--- src/rtl/lp_seq_pkg.sv ---
package lp_seq_pkg;
  localparam int CODE_W = 4;

  localparam logic [3:0] ST_SR_ENTER = 4'd0;
  localparam logic [3:0] ST_WK_CLR   = 4'd1;
  localparam logic [3:0] ST_WK_ARM   = 4'd2;
  localparam logic [3:0] ST_USB_SUSP = 4'd3;
  localparam logic [3:0] ST_GCLK_OFF = 4'd4;
  localparam logic [3:0] ST_CLK_SET  = 4'd5;
  localparam logic [3:0] ST_PLL_OFF  = 4'd6;
  localparam logic [3:0] ST_RC_ON    = 4'd7;
  localparam logic [3:0] ST_MAIN_SEL = 4'd8;
  localparam logic [3:0] ST_XTAL_OFF = 4'd9;
  localparam logic [3:0] ST_XTAL_ON  = 4'd10;
  localparam logic [3:0] ST_PLL_ON   = 4'd11;
  localparam logic [3:0] ST_SR_EXIT  = 4'd12;

  localparam int ENTRY_STEPS = 14;
  localparam int EXIT_STEPS  = 10;
  localparam int IDX_W       = 5;

  typedef struct packed {
    logic [3:0] code;
    logic [2:0] clk;
    logic [1:0] src;
    logic [2:0] div;
  } step_t;

  typedef enum logic [1:0] {
    SEQ_ACTIVE   = 2'd0,
    SEQ_ENTERING = 2'd1,
    SEQ_ASLEEP   = 2'd2,
    SEQ_EXITING  = 2'd3
  } seq_state_e;

  typedef enum logic [1:0] {
    PH_IDLE  = 2'd0,
    PH_WAIT  = 2'd1,
    PH_SLEEP = 2'd2,
    PH_HALT  = 2'd3
  } phase_e;
endpackage

--- src/rtl/lp_step_rom.sv ---
module lp_step_rom
  import lp_seq_pkg::*;
(
  input  logic             restore,
  input  logic [IDX_W-1:0] idx,
  output step_t            step
);
  always_comb begin
    step = '0;
    if (!restore) begin
      case (idx)
        5'd0:  step.code = ST_SR_ENTER;
        5'd1:  step.code = ST_WK_CLR;
        5'd2:  step.code = ST_WK_ARM;
        5'd3:  step.code = ST_USB_SUSP;
        5'd4:  step.code = ST_GCLK_OFF;
        5'd5, 5'd6, 5'd7, 5'd8, 5'd9: begin
          step.code = ST_CLK_SET;
          step.clk  = 3'(idx - 5'd5);
          step.src  = 2'd0;
          step.div  = 3'd1;
        end
        5'd10: step.code = ST_PLL_OFF;
        5'd11: step.code = ST_RC_ON;
        5'd12: begin
          step.code = ST_MAIN_SEL;
          step.src  = 2'd1;
        end
        5'd13: step.code = ST_XTAL_OFF;
        default: step = '0;
      endcase
    end else begin
      case (idx)
        5'd0: step.code = ST_XTAL_ON;
        5'd1: begin
          step.code = ST_MAIN_SEL;
          step.src  = 2'd0;
        end
        5'd2: step = '{code: ST_CLK_SET, clk: 3'd0, src: 2'd0, div: 3'd1};
        5'd3: step = '{code: ST_PLL_ON,  clk: 3'd0, src: 2'd0, div: 3'd0};
        5'd4: step = '{code: ST_CLK_SET, clk: 3'd0, src: 2'd1, div: 3'd3};
        5'd5: step = '{code: ST_PLL_ON,  clk: 3'd1, src: 2'd0, div: 3'd0};
        5'd6: step = '{code: ST_CLK_SET, clk: 3'd1, src: 2'd2, div: 3'd2};
        5'd7: step = '{code: ST_CLK_SET, clk: 3'd4, src: 2'd2, div: 3'd1};
        5'd8: step = '{code: ST_PLL_ON,  clk: 3'd2, src: 2'd0, div: 3'd0};
        5'd9: step.code = ST_SR_EXIT;
        default: step = '0;
      endcase
    end
  end
endmodule

--- src/rtl/lp_step_timer.sv ---
module lp_step_timer #(
  parameter int LIMIT = 64
) (
  input  logic clk,
  input  logic rst,
  input  logic clr,
  input  logic run,
  output logic expired
);
  localparam int CW = $clog2(LIMIT + 1);
  localparam logic [CW-1:0] LAST = CW'(LIMIT - 1);

  logic [CW-1:0] cnt;

  always_ff @(posedge clk) begin
    if (rst || clr) begin
      cnt     <= '0;
      expired <= 1'b0;
    end else if (run) begin
      if (cnt == LAST) expired <= 1'b1;
      else             cnt     <= cnt + 1'b1;
    end
  end


  cnt_bound_chk: assert property (@(posedge clk) disable iff (rst)
    cnt <= LAST);


  expire_hold_chk: assert property (@(posedge clk) disable iff (rst)
    (expired && run && !clr) |=> expired);
endmodule

--- src/rtl/lp_wake_unit.sv ---
module lp_wake_unit #(
  parameter int N_GPIO = 8
) (
  input  logic              clk,
  input  logic              rst,
  input  logic              clr,
  input  logic              arm,
  input  logic              disarm,
  input  logic [N_GPIO-1:0] gpio_wake,
  input  logic [N_GPIO-1:0] gpio_mask,
  input  logic              rtc_alarm,
  input  logic              tmr_alarm,
  input  logic              usb_resume,
  input  logic [2:0]        wake_en,
  output logic              pending,
  output logic [1:0]        src_id
);
  localparam int N_SRC = 4;

  logic             armed;
  logic [N_SRC-1:0] hit;
  logic [1:0]       first;

  assign hit[0] = |(gpio_wake & gpio_mask);
  assign hit[1] = rtc_alarm  & wake_en[0];
  assign hit[2] = tmr_alarm  & wake_en[1];
  assign hit[3] = usb_resume & wake_en[2];

  always_comb begin
    first = '0;
    for (int i = N_SRC - 1; i >= 0; i--) begin
      if (hit[i]) first = 2'(i);
    end
  end

  always_ff @(posedge clk) begin
    if (rst) begin
      armed   <= 1'b0;
      pending <= 1'b0;
      src_id  <= '0;
    end else if (clr) begin
      armed   <= 1'b0;
      pending <= 1'b0;
      src_id  <= '0;
    end else begin
      if (arm)         armed <= 1'b1;
      else if (disarm) armed <= 1'b0;
      if (armed && !pending && (|hit)) begin
        pending <= 1'b1;
        src_id  <= first;
      end
    end
  end


  no_latch_unarmed_chk: assert property (@(posedge clk) disable iff (rst)
    (!armed && !pending) |=> !pending);


  src_stable_chk: assert property (@(posedge clk) disable iff (rst)
    (pending && !clr) |=> $stable(src_id));
endmodule

--- src/rtl/lp_seq_top.sv ---
module lp_seq_top
  import lp_seq_pkg::*;
#(
  parameter int N_GPIO      = 8,
  parameter int TIMEOUT_CYC = 64
) (
  input  logic              clk,
  input  logic              rst,
  input  logic              sleep_go,
  input  logic              cmd_done,
  input  logic [3:0]        cmd_done_code,
  input  logic [N_GPIO-1:0] gpio_wake,
  input  logic [N_GPIO-1:0] gpio_mask,
  input  logic              rtc_alarm,
  input  logic              tmr_alarm,
  input  logic              usb_resume,
  input  logic [2:0]        wake_en,
  output logic              cmd_valid,
  output logic [3:0]        cmd_code,
  output logic [2:0]        cmd_clk,
  output logic [1:0]        cmd_src,
  output logic [2:0]        cmd_div,
  output logic              sleep_req,
  output logic [1:0]        seq_state,
  output logic              seq_err,
  output logic              wake_hit,
  output logic [1:0]        wake_src
);
  localparam logic [IDX_W-1:0] ENTRY_LAST = IDX_W'(ENTRY_STEPS - 1);
  localparam logic [IDX_W-1:0] EXIT_LAST  = IDX_W'(EXIT_STEPS - 1);

  phase_e           phase;
  logic             restore;
  logic [IDX_W-1:0] idx;
  logic [3:0]       cur_code;

  logic             issue, go_sleep, go_active;
  logic             nxt_restore;
  logic [IDX_W-1:0] nxt_idx;
  logic             done_ok;
  logic             expired;
  logic             wk_pending;
  logic [1:0]       wk_src;
  step_t            nxt_step;

  assign done_ok = (phase == PH_WAIT) && cmd_done && (cmd_done_code == cur_code);

  always_comb begin
    issue       = 1'b0;
    go_sleep    = 1'b0;
    go_active   = 1'b0;
    nxt_restore = restore;
    nxt_idx     = idx;
    case (phase)
      PH_IDLE: if (sleep_go) begin
        issue       = 1'b1;
        nxt_restore = 1'b0;
        nxt_idx     = '0;
      end
      PH_WAIT: if (done_ok) begin
        if (!restore && idx == ENTRY_LAST) begin
          if (wk_pending) begin
            issue       = 1'b1;
            nxt_restore = 1'b1;
            nxt_idx     = '0;
          end else begin
            go_sleep = 1'b1;
          end
        end else if (restore && idx == EXIT_LAST) begin
          go_active = 1'b1;
        end else begin
          issue   = 1'b1;
          nxt_idx = idx + 1'b1;
        end
      end
      PH_SLEEP: if (wk_pending) begin
        issue       = 1'b1;
        nxt_restore = 1'b1;
        nxt_idx     = '0;
      end
      default: ;
    endcase
  end

  lp_step_rom u_rom (
    .restore (nxt_restore),
    .idx     (nxt_idx),
    .step    (nxt_step)
  );

  lp_step_timer #(.LIMIT(TIMEOUT_CYC)) u_timer (
    .clk     (clk),
    .rst     (rst),
    .clr     (issue),
    .run     (phase == PH_WAIT),
    .expired (expired)
  );

  lp_wake_unit #(.N_GPIO(N_GPIO)) u_wake (
    .clk        (clk),
    .rst        (rst),
    .clr        (done_ok && cur_code == ST_WK_CLR),
    .arm        (done_ok && cur_code == ST_WK_ARM),
    .disarm     (issue && nxt_restore),
    .gpio_wake  (gpio_wake),
    .gpio_mask  (gpio_mask),
    .rtc_alarm  (rtc_alarm),
    .tmr_alarm  (tmr_alarm),
    .usb_resume (usb_resume),
    .wake_en    (wake_en),
    .pending    (wk_pending),
    .src_id     (wk_src)
  );

  always_ff @(posedge clk) begin
    if (rst) begin
      phase     <= PH_IDLE;
      restore   <= 1'b0;
      idx       <= '0;
      cur_code  <= '0;
      cmd_valid <= 1'b0;
      cmd_code  <= '0;
      cmd_clk   <= '0;
      cmd_src   <= '0;
      cmd_div   <= '0;
      sleep_req <= 1'b0;
      seq_state <= SEQ_ACTIVE;
      seq_err   <= 1'b0;
    end else begin
      cmd_valid <= 1'b0;
      if (issue) begin
        phase     <= PH_WAIT;
        restore   <= nxt_restore;
        idx       <= nxt_idx;
        cur_code  <= nxt_step.code;
        cmd_valid <= 1'b1;
        cmd_code  <= nxt_step.code;
        cmd_clk   <= nxt_step.clk;
        cmd_src   <= nxt_step.src;
        cmd_div   <= nxt_step.div;
        sleep_req <= 1'b0;
        seq_state <= nxt_restore ? SEQ_EXITING : SEQ_ENTERING;
      end else if (go_sleep) begin
        phase     <= PH_SLEEP;
        sleep_req <= 1'b1;
        seq_state <= SEQ_ASLEEP;
      end else if (go_active) begin
        phase     <= PH_IDLE;
        seq_state <= SEQ_ACTIVE;
      end else if (phase == PH_WAIT && expired) begin
        phase   <= PH_HALT;
        seq_err <= 1'b1;
      end
    end
  end

  assign wake_hit = wk_pending;
  assign wake_src = wk_src;


  halt_quiet_chk: assert property (@(posedge clk) disable iff (rst)
    seq_err |=> (!cmd_valid && seq_err));


  sleep_quiet_chk: assert property (@(posedge clk) disable iff (rst)
    sleep_req |-> (!cmd_valid && seq_state == SEQ_ASLEEP));


  hold_step_chk: assert property (@(posedge clk) disable iff (rst)
    (phase == PH_WAIT && !cmd_done && !expired) |=> ($stable(idx) && !cmd_valid));


  skip_sleep_chk: assert property (@(posedge clk) disable iff (rst)
    (phase == PH_WAIT && wk_pending && !restore) |=> !sleep_req);
endmodule

--- config.mk ---
export PLATFORM = sky130hd
export DESIGN_NAME = lp_seq_top
export DESIGN_NICKNAME = d
export VERILOG_FILES = /design/src/rtl/lp_seq_pkg.sv /design/src/rtl/lp_step_rom.sv /design/src/rtl/lp_step_timer.sv /design/src/rtl/lp_wake_unit.sv /design/src/rtl/lp_seq_top.sv
export SDC_FILE = /design/constraint.sdc
export NUM_CORES = 1
export LEC_CHECK = 0
export BUFFER_PORTS_ARGS = -buffer_cell sky130_fd_sc_hd__buf_2
export CORE_MARGIN = 3
export CORE_UTILIZATION = 40
export CTS_BUF_LIST = sky130_fd_sc_hd__clkbuf_8
export DETAILED_ROUTE_END_ITERATION = 10
export GPL_ROUTABILITY_DRIVEN = 0
export HOLD_SLACK_MARGIN = 0.05
export PLACE_DENSITY_LB_ADDON = 0.25
export SLEW_MARGIN = 25
export SYNTH_ARGS = -nofsm -noshare
export SYNTH_HDL_FRONTEND = slang
export SYNTH_SLANG_ARGS = --single-unit
--- constraint.sdc ---
create_clock -name clk -period 4 [get_ports clk]
set_clock_uncertainty 0.05 [all_clocks]
set_input_delay 0.6 -clock clk [delete_from_list [all_inputs] [get_ports clk]]
set_output_delay 0.6 -clock clk [all_outputs]
set_load 0.1 [all_outputs]
==> metrics <==
outcome finished, final reports clean; Wirelength per Cell 13.8 um; Slew headroom between 50% and 60%; setup TNS 0 ns; Max Cap Viol 0; TritonCTS clock tree yes; Synth Instances between 200 and 300; vias in the first global route ~2000; Max stage delay on crit path about 0.40 ns; Slew Limit Fails 0; Clk pin slew, worst setup/hold paths 0.08 ns; Starting Density 42.2%; I/O pin cnt 50; most used cell, CP inv_1; top_reg_cell synth dfxtp_1; RSZ-0062 raised after global routing false; total grt overflow 0; Leak Pwr 0.00104 uW; number of synthesized register bits 36; kind of critical path flop to flop; register area slightly above 700 sq um; Vias approximately 2100; DRT Wirelength approximately 5400 um; Arr. time, crit path between 3 and 4 ns; worst skew pair latency 0.30 ns; EDFF count, synth 0; Synth Area in Compound Gates 26.9%; largest family of logic cells by synthesized area compound AO/OA/AOI/OAI gates; drt via density between 5 and 6; PortBufs 48; die width between 80 and 90 um; PostCTS Resize Cnt 0; yosys warns 0; DRC 0; Final Net Count around 350; final worst-path cycle share a little under three quarters; fillers between 500 and 600; asr flop ratio synth 0%; Area Overhead vs Synth 16.5%; syn nets 307; CTS max path bufs 2; First-pass DRT Iterations 4; H-tree levels 2; postcts setup bufs 0; critical path fanouts, max 8; Antenna Nets Post-Route 0; post-DP HPWL 4170 um; syn avg cell area about 8 sq um; HP Class flop to flop; Slowest-stage cell, CP dfxtp_1; clk sinks 36; fmax ~350 MHz; n_diodes 0; number of buffers created by CTS 5; post-synthesis sequential area ratio 32.8%; Simple-Gate Fraction of Synth Area a little over a quarter; Post-Synth Adder-Cell Area 2.85%; Netlist cell types between 60 and 70; multiplexer area fraction after synthesis less than 1%; Rows 26; area of the die around 6400 sq um; Top delay family on crit path compound AO/OA/AOI/OAI gates; Setup crit start kind flop; pin count of the biggest net entering global routing 15; clock root buffer clkbuf_8; total global-route track usage between 15 and 20%; Worst Path Required roughly 4.2 ns; Iter 0 DRT Violations 129; fin crit period 2.87 ns; post-cts hold buffer count 0; Pwr per Cell Area 274 nW/um^2; Chip Height 80.1 um; post-route cell area roughly 2600 sq um; initial antenna violation count 0; Fin. Hold Viols 0; share of cells above drive strength 1 roughly 25%; multi-input logic area 1380 sq um; mapped cell area 2200 sq um; critical path, cell by cell inv_1, ha_1, nand3b_1, a21oi_2, o31a_2, o21a_2, inv_1, ha_1, inv_1, o21a_1, o21ai_0, a222oi_1, o311ai_1; area share of xor/xnor cells in the synthesized design between 5 and 6%; Critical Path End Type flop; Peak supply drop ~0.19 mV; setup violators final 0; global-route wire length before repair slightly below 9000 um; crit path buf inv count 3; Hold WS just under 0.4 ns; Placeable Area around 5200 sq um; Placement Cell Area roughly 2500 sq um; Slew @ Worst Pin ~0.66 ns
## layer usage
metal	global-route usage [%]	routed length, um	up-vias
met5	0	0	-
met4	6.42	107	0
met3	3.70	249	11
met2	28.4	2600	51
met1	21.8	2390	1000
li1	-	-	1087
## layout make-up
cell class | count | area share [%]
well taps | 70 | 3.42
clock inverters | 3 | 0.734
flip-flops and latches | 36 | 28.2
inverters | 10 | 1.47
repair buffers | 49 | 9.69
multi-input cells | 215 | 53.8
clock buffers | 5 | 2.69
## tightest hold or removal path: stages (launching register included)
cell and delay [ns]:
dfxtp_1 0.31, nand2_1 0.05, nand2_1 0.04
## Yosys cell counts, types with 2 or more instances
master / n / share of area [%]
buf_4: 2 / 0.68
nor3_1: 6 / 1.4
a21oi_1: 19 / 4.3
clkbuf_2: 2 / 0.46
xnor2_1: 7 / 2.8
xor2_1: 2 / 0.80
xnor2_2: 3 / 2.2
o31a_2: 2 / 0.91
and2_1: 2 / 0.57
nand2b_1: 8 / 2.3
nor4_1: 3 / 0.85
clkbuf_1: 4 / 0.68
a22oi_1: 10 / 3.4
o21ai_2: 3 / 1.2
and3_2: 2 / 0.68
buf_2: 2 / 0.46
o21a_2: 2 / 0.80
nor2b_1: 2 / 0.57
nand2_1: 19 / 3.2
o21ai_0: 13 / 3.0
and3_1: 6 / 1.7
a32oi_1: 3 / 1.2
nor2_1: 37 / 6.3
o211ai_1: 2 / 0.68
o21a_1: 3 / 1.0
mux2i_1: 2 / 0.91
dfxtp_1: 36 / 33
nand4_1: 3 / 0.85
nand3b_1: 2 / 0.68
nand3_1: 8 / 1.8
o21ai_1: 3 / 0.68
a211o_1: 2 / 0.80
ha_1: 5 / 2.8
inv_1: 9 / 1.5
nand2_2: 2 / 0.57
a31oi_1: 5 / 1.4
## state kept, by name, indices dropped and copies added (netlist names)
name	count
seq_err	1
cmd_div	2
u_wake.pending	1
cmd_clk	3
seq_state	2
u_wake.armed	1
u_wake.src_id	2
sleep_req	1
cmd_valid	1
cur_code	4
restore	1
u_timer.expired	1
u_timer.cnt	7
cmd_src	2
idx	5
phase	2
## through the flow
step | total power, uW | setup slack [ns] | util, % | cells
floorplan | 427 | 0.900 | - | 272
global placement | 452 | 1.15 | 47.5 | 380
CTS | 711 | 1.15 | 49.1 | 388
global route | 727 | 0.773 | 49.1 | 388
detailed placement | 453 | 1.02 | 47.5 | 380
finish | 701 | 1.13 | 49.1 | 388
## placed cells by master, fill, tap and decap left out, drive strengths merged, types with 2 or more instances in the layout
| master | Yosys | final |
|---|---|---|
| ha | 5 | 5 |
| nand3 | 10 | 10 |
| and2 | 2 | 2 |
| clkinv | 0 | 3 |
| o211ai | 2 | 2 |
| o21a | 5 | 5 |
| inv | 10 | 10 |
| nand3b | 2 | 2 |
| nor4 | 4 | 4 |
| clkbuf | 6 | 5 |
| a21boi | 2 | 2 |
| a211o | 2 | 2 |
| nand4 | 3 | 3 |
| mux2i | 2 | 2 |
| dfxtp | 36 | 36 |
| nand2b | 8 | 8 |
| nor2 | 38 | 38 |
| buf | 5 | 49 |
| o21ai | 20 | 20 |
| xor2 | 2 | 2 |
| a22oi | 10 | 10 |
| a31oi | 5 | 5 |
| nor2b | 2 | 2 |
| nand2 | 21 | 21 |
| o31a | 2 | 2 |
| a21oi | 20 | 20 |
| and3 | 8 | 8 |
| nor3 | 6 | 6 |
| xnor2 | 10 | 10 |
| a32oi | 3 | 3 |
## kinds of logic (layout without fill, tap and decap cells)
family,after synthesis,after routing
and+or+nand+nor,110,110
AOI/OAI and AO/OA,85,85
DFF,36,36
buffers and inverters,21,67
xor gates and xnor gates,12,12
adders and majority gates,5,5
muxes,2,2
other,1,1
## power by group
group	total [uW]	internal (uW)	switching, uW	leakage [uW]
clock	257	121	135	0.0000479
combinational	79.1	27.2	51.9	0.000697
sequential	365	362	3.46	0.000291
total	701	510	191	0.00104
## final timing paths
path	startpoint	end	slack, ns	depth (start not counted)
worst max-delay path	idx[1]	cur_code[0]	1.13	13
worst min register to register	cmd_div[1]	cmd_div[1]	0.39	2
worst min-delay path	cmd_div[1]	cmd_div[1]	0.39	2
worst max register to register	idx[1]	cur_code[0]	1.13	13
Note: power is estimated with default switching activity, not from simulation.
